`config.mk`:
```
export PLATFORM = sky130hd
export DESIGN_NAME = qenc_counter
export DESIGN_NICKNAME = d
export VERILOG_FILES = /design/src/rtl/qenc_pkg.sv /design/src/rtl/qenc_tick.sv /design/src/rtl/qenc_filter.sv /design/src/rtl/qenc_core.sv /design/src/rtl/qenc_capture.sv /design/src/rtl/qenc_counter.sv
export SDC_FILE = /design/constraint.sdc
export NUM_CORES = 1
export LEC_CHECK = 0
export ABC_CLOCK_PERIOD_IN_PS = 9700
export BUFFER_PORTS_ARGS = -buffer_cell sky130_fd_sc_hd__buf_2
export CAP_MARGIN = 20
export CORE_ASPECT_RATIO = 0.8
export CORE_UTILIZATION = 45
export DETAILED_ROUTE_END_ITERATION = 6
export PLACE_DENSITY_LB_ADDON = 0.12
export SLEW_MARGIN = 20
export SYNTH_ARGS = -nofsm -noshare
export SYNTH_HDL_FRONTEND = slang
export SYNTH_SLANG_ARGS = --single-unit
export TNS_END_PERCENT = 1
```
`constraint.sdc`:
```
create_clock -name clk -period 9.7 [get_ports clk]
set_clock_uncertainty 0.1 [all_clocks]
set_input_delay 1.455 -clock clk [delete_from_list [all_inputs] [get_ports clk]]
set_output_delay 1.455 -clock clk [all_outputs]
set_load 0.1 [all_outputs]
```
`src/rtl/qenc_pkg.sv`:
```
package qenc_pkg;
  localparam int unsigned NFLAG = 7;
  localparam int unsigned FB_IDX  = 0;
  localparam int unsigned FB_ERR  = 1;
  localparam int unsigned FB_CMP  = 2;
  localparam int unsigned FB_WRAP = 3;
  localparam int unsigned FB_CAP  = 4;
  localparam int unsigned FB_DIR  = 5;
  localparam int unsigned FB_MOVE = 6;

  typedef enum logic [1:0] {
    RES_X1  = 2'd0,
    RES_X2  = 2'd1,
    RES_X4  = 2'd2,
    RES_X4B = 2'd3
  } res_e;
endpackage

```
`src/rtl/qenc_tick.sv`:
```
module qenc_tick #(
  parameter int PSW = 3
) (
  input  logic           clk,
  input  logic           rst_n,
  input  logic           en,
  input  logic [PSW-1:0] pre,
  output logic           tick
);
  localparam int PW = (1 << PSW) - 1;

  logic [PW-1:0] cnt;
  logic [PW-1:0] mask;

  always_comb begin
    for (int i = 0; i < PW; i++) mask[i] = (32'(i) < 32'(pre));
  end

  always_ff @(posedge clk or negedge rst_n) begin
    if (!rst_n) cnt <= '0;
    else if (en) cnt <= cnt + 1'b1;
  end

  assign tick = en && ((cnt & mask) == mask);


  tick_gap_chk: assert property (@(posedge clk) disable iff (!rst_n)
    (tick && pre != '0) |=> (!tick || pre != $past(pre)));
endmodule

```
`src/rtl/qenc_filter.sv`:
```
module qenc_filter #(
  parameter int LANES = 4,
  parameter int FW    = 2
) (
  input  logic             clk,
  input  logic             rst_n,
  input  logic             tick,
  input  logic [FW-1:0]    len,
  input  logic [LANES-1:0] raw,
  output logic [LANES-1:0] lvl
);
  for (genvar g = 0; g < LANES; g++) begin : g_lane
    logic s1, s2, acc;
    logic [FW-1:0] run;

    always_ff @(posedge clk or negedge rst_n) begin
      if (!rst_n) begin
        s1 <= 1'b0; s2 <= 1'b0; acc <= 1'b0; run <= '0;
      end else begin
        s1 <= raw[g];
        s2 <= s1;
        if (tick) begin
          if (s2 == acc) run <= '0;
          else if (run == len) begin
            acc <= s2;
            run <= '0;
          end else run <= run + 1'b1;
        end
      end
    end

    assign lvl[g] = acc;


    lvl_on_tick_chk: assert property (@(posedge clk) disable iff (!rst_n)
      (lvl[g] != $past(lvl[g])) |-> $past(tick));
  end
endmodule

```
`src/rtl/qenc_core.sv`:
```
module qenc_core
  import qenc_pkg::*;
#(
  parameter int CW = 32
) (
  input  logic          clk,
  input  logic          rst_n,
  input  logic          en,
  input  logic          a_in,
  input  logic          b_in,
  input  logic          idx_in,
  input  logic [1:0]    mode,
  input  logic          swap,
  input  logic          idx_rst,
  input  logic          wrap_en,
  input  logic [CW-1:0] cfg_max,
  input  logic [CW-1:0] cfg_init,
  input  logic [CW-1:0] cfg_cmp,
  output logic [CW-1:0] position,
  output logic [CW-1:0] index_cnt,
  output logic          dir_up,
  output logic          idx_ev,
  output logic          qerr_ev,
  output logic          cmp_ev,
  output logic          wrap_ev,
  output logic          dir_ev,
  output logic          move_ev
);
  // returns {wrapped, next value}
  function automatic logic [CW:0] next_pos(input logic [CW-1:0] p, input logic up,
                                           input logic wen, input logic [CW-1:0] hi,
                                           input logic [CW-1:0] lo);
    if (up) begin
      if (wen && p == hi) return {1'b1, lo};
      return {1'b0, p + 1'b1};
    end
    if (wen && p == lo) return {1'b1, hi};
    return {1'b0, p - 1'b1};
  endfunction

  logic a, b, a_d, b_d, idx_d;
  logic a_e, b_e, cnt_hit, cnt_up, step_ev, idx_load;
  logic [CW:0]   nx;
  logic [CW-1:0] pos_n;

  assign a   = swap ? b_in : a_in;
  assign b   = swap ? a_in : b_in;
  assign a_e = a ^ a_d;
  assign b_e = b ^ b_d;

  always_comb begin
    cnt_hit = 1'b0;
    cnt_up  = 1'b0;
    case (res_e'(mode))
      RES_X1: begin cnt_hit = a_e & a & ~b_e; cnt_up = ~b; end
      RES_X2: begin cnt_hit = a_e & ~b_e;     cnt_up = a ^ b; end
      default: begin
        cnt_hit = a_e ^ b_e;
        cnt_up  = a_e ? (a ^ b) : ~(a ^ b);
      end
    endcase
  end

  assign step_ev  = en & cnt_hit;
  assign qerr_ev  = en & a_e & b_e;
  assign idx_ev   = en & idx_in & ~idx_d;
  assign idx_load = idx_ev & idx_rst;
  assign nx       = next_pos(position, cnt_up, wrap_en, cfg_max, cfg_init);
  assign pos_n    = idx_load ? cfg_init : (step_ev ? nx[CW-1:0] : position);
  assign wrap_ev  = step_ev & ~idx_load & nx[CW];
  assign move_ev  = step_ev | idx_load;
  assign cmp_ev   = move_ev & (pos_n == cfg_cmp);
  assign dir_ev   = step_ev & (cnt_up != dir_up);

  always_ff @(posedge clk or negedge rst_n) begin
    if (!rst_n) begin
      a_d <= 1'b0; b_d <= 1'b0; idx_d <= 1'b0;
      position <= '0; index_cnt <= '0; dir_up <= 1'b1;
    end else begin
      a_d <= a; b_d <= b; idx_d <= idx_in;
      position <= pos_n;
      if (step_ev) dir_up <= cnt_up;
      if (idx_ev) index_cnt <= position;
    end
  end


  qerr_no_step_chk: assert property (@(posedge clk) disable iff (!rst_n)
    qerr_ev |-> !step_ev);

  wrap_up_load_chk: assert property (@(posedge clk) disable iff (!rst_n)
    (wrap_ev && cnt_up) |=> position == $past(cfg_init));

  idx_load_chk: assert property (@(posedge clk) disable iff (!rst_n)
    idx_load |=> (position == $past(cfg_init) && index_cnt == $past(position)));

  hold_chk: assert property (@(posedge clk) disable iff (!rst_n)
    !en |=> $stable(position));
endmodule

```
`src/rtl/qenc_capture.sv`:
```
module qenc_capture #(
  parameter int CW = 32
) (
  input  logic          clk,
  input  logic          rst_n,
  input  logic          en,
  input  logic          tick,
  input  logic          cap_in,
  input  logic [CW-1:0] dly,
  input  logic [CW-1:0] pos,
  output logic [CW-1:0] capture,
  output logic          cap_ev
);
  logic cap_d, rise, pend;
  logic [CW-1:0] left;

  assign rise   = en & cap_in & ~cap_d;
  assign cap_ev = (rise && dly == '0) || (!rise && pend && tick && left == 1);

  always_ff @(posedge clk or negedge rst_n) begin
    if (!rst_n) begin
      cap_d <= 1'b0; pend <= 1'b0; left <= '0; capture <= '0;
    end else begin
      cap_d <= cap_in;
      if (rise) begin
        pend <= (dly != '0);
        left <= dly;
      end else if (pend && tick) begin
        if (left == 1) pend <= 1'b0;
        else left <= left - 1'b1;
      end
      if (cap_ev) capture <= pos;
    end
  end


  cap_latch_chk: assert property (@(posedge clk) disable iff (!rst_n)
    cap_ev |=> capture == $past(pos));
endmodule

```
`src/rtl/qenc_counter.sv`:
```
module qenc_counter
  import qenc_pkg::*;
#(
  parameter int CW  = 32,
  parameter int PSW = 3,
  parameter int FW  = 2
) (
  input  logic             clk,
  input  logic             rst_n,
  input  logic             enc_a,
  input  logic             enc_b,
  input  logic             enc_idx,
  input  logic             enc_cap,
  input  logic             cfg_en,
  input  logic [1:0]       cfg_mode,
  input  logic             cfg_swap,
  input  logic [FW-1:0]    cfg_filt,
  input  logic [PSW-1:0]   cfg_pre,
  input  logic             cfg_idx_rst,
  input  logic             cfg_wrap_en,
  input  logic             cfg_sticky,
  input  logic [CW-1:0]    cfg_max,
  input  logic [CW-1:0]    cfg_init,
  input  logic [CW-1:0]    cfg_cmp,
  input  logic [CW-1:0]    cfg_cap_dly,
  input  logic [NFLAG-1:0] irq_en,
  input  logic [NFLAG-1:0] flag_clr,
  output logic [CW-1:0]    position,
  output logic [CW-1:0]    index_cnt,
  output logic [CW-1:0]    capture_cnt,
  output logic             dir_up,
  output logic [NFLAG-1:0] flags,
  output logic             irq
);
  localparam int LANES = 4;

  logic tick;
  logic [LANES-1:0] lvl;
  logic idx_ev, qerr_ev, cmp_ev, wrap_ev, dir_ev, move_ev, cap_ev;
  logic [NFLAG-1:0] ev;

  qenc_tick #(.PSW(PSW)) u_tick (
    .clk(clk), .rst_n(rst_n), .en(cfg_en), .pre(cfg_pre), .tick(tick));

  qenc_filter #(.LANES(LANES), .FW(FW)) u_filt (
    .clk(clk), .rst_n(rst_n), .tick(tick), .len(cfg_filt),
    .raw({enc_cap, enc_idx, enc_b, enc_a}), .lvl(lvl));

  qenc_core #(.CW(CW)) u_core (
    .clk(clk), .rst_n(rst_n), .en(cfg_en), .a_in(lvl[0]), .b_in(lvl[1]),
    .idx_in(lvl[2]), .mode(cfg_mode), .swap(cfg_swap), .idx_rst(cfg_idx_rst),
    .wrap_en(cfg_wrap_en), .cfg_max(cfg_max), .cfg_init(cfg_init), .cfg_cmp(cfg_cmp),
    .position(position), .index_cnt(index_cnt), .dir_up(dir_up),
    .idx_ev(idx_ev), .qerr_ev(qerr_ev), .cmp_ev(cmp_ev), .wrap_ev(wrap_ev),
    .dir_ev(dir_ev), .move_ev(move_ev));

  qenc_capture #(.CW(CW)) u_cap (
    .clk(clk), .rst_n(rst_n), .en(cfg_en), .tick(tick), .cap_in(lvl[3]),
    .dly(cfg_cap_dly), .pos(position), .capture(capture_cnt), .cap_ev(cap_ev));

  always_comb begin
    ev = '0;
    ev[FB_IDX]  = idx_ev;
    ev[FB_ERR]  = qerr_ev;
    ev[FB_CMP]  = cmp_ev;
    ev[FB_WRAP] = wrap_ev;
    ev[FB_CAP]  = cap_ev;
    ev[FB_DIR]  = dir_ev;
    ev[FB_MOVE] = move_ev;
  end

  always_ff @(posedge clk or negedge rst_n) begin
    if (!rst_n) flags <= '0;
    else if (cfg_sticky) flags <= (flags & ~flag_clr) | ev;
    else flags <= ev;
  end

  assign irq = |(flags & irq_en);


  sticky_hold_chk: assert property (@(posedge clk) disable iff (!rst_n)
    (cfg_sticky && flags[FB_MOVE] && !flag_clr[FB_MOVE]) |=> flags[FB_MOVE]);

  no_flag_when_off_chk: assert property (@(posedge clk) disable iff (!rst_n)
    (!cfg_en && !cfg_sticky) |=> flags == '0);
endmodule

```
; ---- Yosys cells after proc, flatten, opt, wreduce, memory -nomap -nowiden
; Index checks and enable logic that the tools add are counted.
[totals]
input_bits = 160
output_inout_bits = 105
regBits = 168
elab_cells = 149
[op_classes]
addsub = 8
magnitude_cmp = 7
bitwise = 35
eq_ne = 16
reduce_logical = 22
mux = 33
[ops]
columns = cell, count
row1 = $mux 33, 6
row2 = $mux 32, 5
row3 = $eq 32x32->1, 3
row4 = $sub 32x1->32 const B, 2
row5 = $add 32x1->32 const B, 1
row6 = $eq 32x1->1 const B, 1
row7 = $logic_not 32->1, 1
row8 = $reduce_bool 32->1, 1
row9 = $and 7x7->7, 3
row10 = $mux 2, 8
row11 = $and 1x1->1, 15
row12 = $reduce_and 3->1, 4
row13 = $mux 1, 11
row14 = $not 1->1, 10
row15 = $lt 3x3->1 const A, 3
row16 = $add 2x1->2 const B, 4
row17 = $eq 2x2->1, 4
row18 = $logic_and 1x1->1, 8
row19 = $add 7x1->7 const B, 1
row20 = $eq 7x7->1, 1
row21 = $mux 7, 1
row22 = $not 7->7, 1
row23 = $or 7x7->7, 1
row24 = $reduce_or 7->1, 1
row25 = 14 further kinds, 25

; ---- Depth between registers and ports, before layout
; Gate-level depths: netlist of run 1.
[logic_depth]
ltp_word = 17
mapped_depth = 17
mapped_depth_nobuf = 14

; ---- Hierarchy
; From an unflattened synthesis of run 1, not the netlist that was laid out.
[hier_totals]
cells_unflattened = 1414
area_unflattened_um2 = 12203.0
[by_module_without_submodules]
columns = mod, instances, area_per_inst_um2, cells_per_inst, seq_area_each_um2
row1 = qenc_core, 1, 7181.9, 956, 1702.9
row2 = qenc_capture, 1, 3427.0, 326, 1651.6
row3 = qenc_filter, 1, 964.7, 75, 500.5
row4 = qenc_tick, 1, 345.3, 32, 175.2
row5 = qenc_counter, 1, 284.0, 25, 175.2

; ---- Worst setup path after synthesis of run 1
; No wires, ideal clock.
[synth_timing]
path_type = input -> register
from = input cfg_swap
to = register flags[2]
setup_slack_ps = 5313
path_buffers = 2
t_arrival_ps = 4211
t_required_ps = 9524
path_stages = 15
setup_time_ps = 76
path_cell_list = nand2_1 o21ai_0 ha_1 nor3b_1 o21ai_1 nand2_1 clkbuf_1 clkbuf_1 nand3_1 and3_1 a222oi_1 a31oi_1 a2111oi_2 nand4_1 o21ai_1
[synth_between]
elab_chain_cells = 13
elab_cells_between_ends = 25
classes_between = 1 x eq/ne / 10 x mux / 14 x bitwise
[synth_lines]
columns = item, line
row1 = "start, declared", qenc_counter.sv:16  ; input logic cfg_swap,
row2 = $mux 1 (*), qenc_core.sv:46  ; assign a = swap ? b_in : a_in;
row3 = via u_core.a, qenc_core.sv:41  ; logic a, b, a_d, b_d, idx_d;
row4 = $xor 1x1->1, "qenc_core.sv:56, qenc_core.sv:59"
row5 = $not 1->1, qenc_core.sv:59  ; cnt_up = a_e ? (a ^ b) : ~(a ^ b);
row6 = $mux 1, qenc_core.sv:59
row7 = $pmux 1 s2, qenc_core.sv:54  ; case (res_e'(mode))
row8 = $mux 1, qenc_core.sv:33  ; if (up) begin
row9 = $mux 33, qenc_core.sv:37  ; if (wen && p == lo) return {1'b1, hi};
row10 = $mux 32 (2 in series), qenc_core.sv:69  ; assign pos_n = idx_load ? cfg_init : (step_ev ? nx[CW-1:0] : position);
row11 = $eq 32x32->1, qenc_core.sv:72  ; assign cmp_ev = move_ev & (pos_n == cfg_cmp);
row12 = $and 1x1->1 (*), qenc_core.sv:72
row13 = $or 7x7->7, qenc_counter.sv:74  ; else if (cfg_sticky) flags <= (flags & ~flag_clr) | ev;
row14 = $mux 7 (*), qenc_counter.sv:74
row15 = "end signal, assigned", qenc_counter.sv:74
row16 = "end signal, assigned", qenc_counter.sv:75  ; else flags <= ev;
row17 = "end, declared", qenc_counter.sv:32  ; output logic [NFLAG-1:0] flags,
; The timed path passes the listed nets; every way through them passes the cells marked *.
; A chain may end at the register's enable or synchronous reset.

; ---- Worst setup path in the final report of run 1
; Same ends and word-level chain as after synthesis.

==> results of run 1 <==
==> registers in the layout, summed over array words and instances, names as in the netlist, 4 cells and up <==
| register | count |
|---|---|
| flags | 7 |
| u_cap.capture | 32 |
| u_cap.left | 32 |
| u_core.index_cnt | 32 |
| u_core.position | 32 |
| u_filt.g_lane.acc | 4 |
| u_filt.g_lane.run | 8 |
| u_filt.g_lane.s1 | 4 |
| u_filt.g_lane.s2 | 4 |
| u_tick.cnt | 7 |
==> power groups by stage <==
stage	logic [mW]	registers (mW)	clock network, mW
floorplan	1.49	2.28	0
finish	3.27	1.41	0.713
global route	3.43	1.45	0.752
CTS	3.21	1.39	0.729
detailed placement	3.20	1.40	0
global placement	3.20	1.40	0
==> worst paths after layout <==
kind	end	slack (ns)
max	flags[2]$_DFF_PN0_	4.39
min	u_filt.g_lane[1].s2$_DFF_PN0_	0.26
max reg2reg	flags[2]$_DFF_PN0_	4.90
min reg2reg	u_filt.g_lane[1].s2$_DFF_PN0_	0.26
max in group asynchronous	u_core.index_cnt[11]$_DFFE_PN0P_	6.99
min in group asynchronous	u_tick.cnt[6]$_DFFE_PN0P_	1.00
==> logic make-up (layout without fill, tap and decap cells) <==
group                      Yosys count  in the layout
and+or+nand+nor                    528            528
AOI/OAI and AO/OA                  312            312
DFF                                168            168
xor gates and xnor gates           152            152
buffers and inverters              138            351
muxes                              102            102
adders and majority gates            6              6
other                                0              2
==> Yosys cell counts, drive strengths merged (13+ instances only) <==
cell	count
mux2i	36
o211ai	16
o22ai	13
xnor2	52
dfrtp	167
or4	16
clkbuf	84
a21oi	67
o31ai	15
nor2	107
nand2	122
buf	20
nand4	33
nor3	58
a211oi	22
mux2	66
xor2	100
o21ai	93
nand3	43
inv	34
nor4	64
and3	15
==> final cells by class <==
class,count,area (um2),area share (%)
clock inverter,15,176,1.24
antenna,2,5.00,0.0352
timing repair buffer,285,1500,10.5
inverter,34,128,0.899
tap,357,447,3.15
multi-input combinational,1100,7320,51.5
clock buffer,17,425,3.00
sequential,168,4210,29.6
==> routing by layer <==
metal  GRT usage (%)  up-vias
met4            10.2        2
met5               0        -
li1                -     5564
met3            10.3      100
met1            53.4     5924
met2            48.9      808
==> stage by stage <==
step	total power [mW]	cell area [um2]	worst slack (ns)	std cells
finish	5.40	14200	4.39	1978
global route	5.63	14200	4.24	1977
CTS	5.33	14200	4.57	1976
detailed placement	4.60	13600	4.12	1944
global placement	4.60	13600	4.27	1943
floorplan	3.77	12100	5.31	1406
==> worst max-delay path: stages <==
cell and delay [ns]:
buf_2 0.13, o21ai_0 0.26, ha_1 0.35, xor2_1 0.16, nor2_1 0.14, o21a_1 0.58, nor2_2 0.20, buf_4 0.31
or3b_1 0.44, a41oi_1 0.27, a2bb2oi_1 0.40, o21ai_0 0.18, a211oi_1 0.31, o2111ai_1 0.19, o21ai_1 0.18
==> metrics.md, run 1 <==
| Metric | Value |
|---|---|
| Number of global-route vias before repair | `11300` |
| Min-delay src | `u_filt.g_lane[1].s1$_DFF_PN0_` |
| Clk buf depth | `2` |
| Critical path origin | `cfg_swap` |
| Avg Cell Area, Syn | `8.57 um2` |
| Metal1 wirelength | `22100 um` |
| Initial antenna violation count | `3` |
| Worst hold path type | `reg -> reg` |
| Area contributors post-synth | `dfrtp_1 (35%), xor2_1 (7.3%), mux2_2 (5.9%)` |
| Skew-Pair Late Insertion Delay | `0.45 ns` |
| Number of top-level pins | `265` |
| Vias/cell | `6.27` |
| Mapped Cells | `1406` |
| Total global routing overflow | `0` |
| Flop pwr share | `26.1%` |
| Yosys top cell area share | `34.7%` |
| Comb pwr share | `60.7%` |
| Hold Path Depth | `0` |
| H-Tree Level Count | `4` |
| Critical path class | `in -> reg` |
| Slew Viols, Final | `0` |
| Number of setup violations in the final report | `0` |
| Largest net degree at the start of global routing | `98` |
| First-pass DRT Iterations | `6` |
| Final period utilization | `54.8%` |
| WP data required | `9.96 ns` |
| Core ar. | `26300 um2` |
| Worst Path Arrival | `5.58 ns` |
| Starting density of the core | `45.9%` |
| Top Metal Used | `met5` |
| Fin. Hold Viols | `0` |
| CTS Hold Buffers Added | `0` |
| Cts repair resizes | `0` |
| Slew Limit Headroom | `21.0%` |
| Fin crit period | `5.31 ns` |
| Setup Fix Bufs, Post-CTS | `0` |
| GP Congestion | `1.05` |
| Post-Synth Adder-Cell Area | `0.623%` |
| Met3 Wirelength | `6190 um` |
| Switching Power | `3.23 mW` |
| Yosys reg bits | `168` |
| Row count | `53` |
| CTS tree | `yes` |
| Antenna viol nets, final | `0` |
| Outcome | `finished clean` |
| Ratio of cells with drive above 1 in the final layout | `25.6%` |
| Area grow syn2layout | `17.8%` |
| Main combinational cell family by area after synthesis | `simple AND/OR/NAND/NOR gates` |
| Routed len/inst | `24.8 um` |
| VDD IR max | `0.323 mV` |
| Most frequent cells in the layout | `buf_2 (263), dfrtp_1 (167), nand2_1 (122)` |
| Slew of the pin with the lowest slew margin | `1.17 ns` |
| WL met2 | `19600 um` |
| Netlist cell types | `78` |
| Max Cap Viol | `0` |
| Sw Share | `59.9%` |
| Commonest non-fill, non-tap cell in the layout | `buf_2` |
| Post-synthesis sequential area ratio | `34.9%` |
| R2r startpoint | `u_filt.g_lane[0].acc$_DFFE_PN0P_` |
| Yosys top cell by area | `dfrtp_1` |
| Vias post-DR | `12400` |
| Achievable Freq | `0.188 GHz` |
| Util after Layout | `54.1%` |
| Number of flops mapped to enable cells by yosys | `0` |
| DP HPWL | `36400 um` |
| DIE AREA | `27400 um2` |
| Final wirelength | `49100 um` |
| Tot GR Track Use | `35.6%` |
| Main flop type after synthesis | `dfrtp_1` |
| WHS | `0.257 ns` |
| Die Y | `148 um` |
| Clock-pin slew on the worst setup and hold paths | `0.08 ns` |
| Power density cells | `380 nW/um2` |
| Die span in x | `185 um` |
| Synth warn | `0` |
| Synth Area in Compound Gates | `16.7%` |
| DR DRC count | `0` |
| Unrepaired setup endpoints after global routing | `false` |
| Share of flip-flops with an asynchronous set or reset | `100%` |
| FILL cells | `2561` |
| First-pass GRT wire length | `71700 um` |
| Fin Setup TNS | `0 ns` |
| Crit-path max FO | `28` |
| Post-synthesis net count | `1572` |
| Pint | `2.16 mW` |
| Simple-gate portion of the synthesized area | `22.9%` |
| Clock sink count | `168` |
| Clk pwr share | `13.2%` |
| CP Launch Type | `primary input` |
| CTS Buf Count | `17` |
| Buffers on Ports | `264` |
| R2R depth | `15` |
| XOR/XNOR share of the synthesized area | `11.0%` |
| Final nets | `1772` |
| Initial drt markers | `1579` |
| Worst setup EP type | `flip-flop` |
| Leakage | `6.31 nW` |
| Mux contribution to synthesized area | `9.19%` |
| Mapped Area | `12100 um2` |
| Root Buffer | `clkbuf_16` |
Note: power is estimated with default switching activity, not from simulation.
==> run 2: changes to the inputs <==
--- a/config.mk
+++ b/config.mk
@@ -5,7 +5,7 @@
 export SDC_FILE = /design/constraint.sdc
 export NUM_CORES = 1
 export LEC_CHECK = 0
-export ABC_CLOCK_PERIOD_IN_PS = 9700
+export ABC_CLOCK_PERIOD_IN_PS = 5200
 export BUFFER_PORTS_ARGS = -buffer_cell sky130_fd_sc_hd__buf_2
 export CAP_MARGIN = 20
 export CORE_ASPECT_RATIO = 0.8
==> constraint.sdc (replaced) <==
create_clock -name clk -period 5.2 [get_ports clk]
set_clock_uncertainty 0.1 [all_clocks]
set_input_delay 0.78 -clock clk [delete_from_list [all_inputs] [get_ports clk]]
set_output_delay 0.78 -clock clk [all_outputs]
set_load 0.1 [all_outputs]
==> run 2 against run 1 <==
Cell area up 1.7%; largest cell class unchanged; hold slack worse by 0.016 ns; highest routed layer is now met4; wire length up 4.4%; largest power group unchanged.
==> metrics.md, run 2 (same netlist as run 1, synthesis figures left out) <==
| Metric | Value |
|---|---|
| Outcome | `finished clean` |
| Total Power | `10.3 mW (+90%)` |
| Slew Limit Headroom | `28.2% (+7.2 points)` |
| Final wirelength | `51200 um (+4.4%)` |
| Skew-Pair Late Insertion Delay | `0.46 ns (about the same)` |
| Setup Fix Bufs, Post-CTS | `0 (unchanged)` |
| First-pass GRT wire length | `75300 um (+5.0%)` |
| Routed len/inst | `25.4 um (+2.4%)` |
| Largest net degree at the start of global routing | `90 (-8.2%)` |
| Unrepaired setup endpoints after global routing | `false` |
| Final nets | `1812 (+2.3%)` |
| Commonest non-fill, non-tap cell in the layout | `buf_2` |
| Dpl ws | `0.300 ns (-3.82 ns)` |
| CTS Buf Count | `17 (unchanged)` |
| DP HPWL | `39200 um (+7.5%)` |
| CP Launch Type | `flip-flop` |
| Util after Layout | `55.0% (+0.94 points)` |
| Power density cells | `710 nW/um2 (+87%)` |
| Total global routing overflow | `0 (unchanged)` |
| DR DRC count | `0 (unchanged)` |
| Initial antenna violation count | `0 (-3)` |
| Fin crit period | `4.71 ns` |
| Vias post-DR | `12700 (+2.4%)` |
| Number of setup violations in the final report | `0 (unchanged)` |
| Final setup margin | `0.485 ns (-3.90 ns)` |
| Vias/cell | `6.30 (+0.51%)` |
| Achievable Freq | `0.212 GHz` |
| Clock-pin slew on the worst setup and hold paths | `0.08 ns (about the same)` |
| Clock sink count | `168 (unchanged)` |
| Final period utilization | `90.7%` |
| ANT cells | `0 (-2)` |
| Row count | `53 (unchanged)` |
| Leakage | `6.48 nW (+2.8%)` |
| DIE AREA | `27400 um2 (unchanged)` |
| Antenna viol nets, final | `0 (unchanged)` |
| Worst hold path type | `in -> async` |
| Initial drt markers | `1620 (+2.6%)` |
| CTS tree | `yes` |
| VDD IR max | `0.588 mV (+82%)` |
| Root Buffer | `clkbuf_16` |
| Max Cap Viol | `0 (unchanged)` |
| Die Y | `148 um (unchanged)` |
| H-Tree Level Count | `4 (unchanged)` |
| GP Congestion | `1.06 (+0.73%)` |
| Tot GR Track Use | `37.5% (+1.9 points)` |
| Core ar. | `26300 um2 (unchanged)` |
| Critical path class | `reg -> reg` |
| Clk buf depth | `2 (unchanged)` |
| First-pass DRT Iterations | `5 (-1)` |
| Die span in x | `185 um (unchanged)` |
| Worst Path Arrival | `5.00 ns (-0.58 ns)` |
| Ratio of cells with drive above 1 in the final layout | `27.3% (+1.7 points)` |
| Fin. Hold Viols | `0 (unchanged)` |
| Crit-path max FO | `15 (-46%)` |
| Cts repair resizes | `0 (unchanged)` |
| Most frequent cells in the layout | `buf_2 (263), dfrtp_1 (167), nand2_1 (122)` |
| Worst setup EP type | `flip-flop` |
| WP data required | `5.48 ns (-4.48 ns)` |
| Starting density of the core | `45.9% (unchanged)` |
| Fin Setup TNS | `0 ns (unchanged)` |
| CTS Hold Buffers Added | `0 (unchanged)` |
| Number of global-route vias before repair | `11600 (+3.2%)` |
| Slew Viols, Final | `0 (unchanged)` |
| Area grow syn2layout | `19.9%` |
| Buffers on Ports | `264 (unchanged)` |
| Slew of the pin with the lowest slew margin | `1.07 ns (-0.107 ns)` |
| Number of top-level pins | `265 (unchanged)` |
[run 2: cell count changes in the layout (fill, tap and decap cells not counted), sizes merged]
cell      previous run  this run
clkinv               4         3
clkbuf              17        18
clkinvlp             0         2
bufinv               1         0
inv                 44        43
diode                2         0
buf                285       325
[run 2: stage by stage]
stage | hold slack (ns) | cell area, um2 | cells
global placement | 0.235 | 13900 | 1984
floorplan | 0.231 | 12100 | 1406
finish | 0.241 | 14400 | 2016
global route | 0.255 | 14400 | 2016
detailed placement | 0.236 | 13900 | 1984
CTS | 0.254 | 14400 | 2016
[run 2: path summary, 6_finish.rpt]
| path | cells past startpoint | slack [ns] | start | endpoint |
|---|---|---|---|---|
| max | 15 | 0.49 | u_filt.g_lane[0].acc$_DFFE_PN0P_ | flags[2]$_DFF_PN0_ |
| min | 1 | 0.24 | rst_n | u_tick.cnt[6]$_DFFE_PN0P_ |
| max reg2reg | 15 | 0.49 | u_filt.g_lane[0].acc$_DFFE_PN0P_ | flags[2]$_DFF_PN0_ |
| min reg2reg | 0 | 0.25 | u_filt.g_lane[3].s1$_DFF_PN0_ | u_filt.g_lane[3].s2$_DFF_PN0_ |
| max in group asynchronous | 2 | 3.76 | rst_n | u_core.index_cnt[11]$_DFFE_PN0P_ |
| min in group clk | 0 | 0.25 | u_filt.g_lane[3].s1$_DFF_PN0_ | u_filt.g_lane[3].s2$_DFF_PN0_ |
[run 2: where the power goes]
| group | switching, mW | internal (mW) |
|---|---|---|
| combinational | 4.92 | 1.69 |
| sequential | 0.591 | 1.79 |
| clock | 0.625 | 0.634 |
| total | 6.14 | 4.11 |
[run 2: worst max-delay path: stages (launching register included)]
cell       delay [ns]
dfrtp_1          0.45
inv_1            0.12
o21ai_0          0.26
ha_1             0.35
xor2_1           0.17
nor2_1           0.17
o21a_1           0.52
nor2_2           0.28
buf_4            0.29
or3b_1           0.41
a41oi_1          0.28
a2bb2oi_1        0.43
o21ai_0          0.23
a211oi_1         0.26
o2111ai_1        0.17
o21ai_1          0.16
[run 2: layout make-up]
class / count / area (um2)
fill: 2524 / 11800
multi-input combinational: 1100 / 7310
sequential: 168 / 4210
timing repair buffer: 325 / 1800
tap: 357 / 447
clock buffer: 18 / 429
clock inverter: 14 / 130
inverter: 34 / 128
[run 2: per-layer routing]
| layer | vias to the layer above | part of all wire [%] | GRT usage, % |
|---|---|---|---|
| met5 | - | 0 | 0 |
| li1 | 5637 | - | - |
| met3 | 93 | 13 | 11.0 |
| met1 | 6146 | 45 | 56.2 |
| met4 | 0 | 2.7 | 11.5 |
| met2 | 824 | 40 | 51.2 |
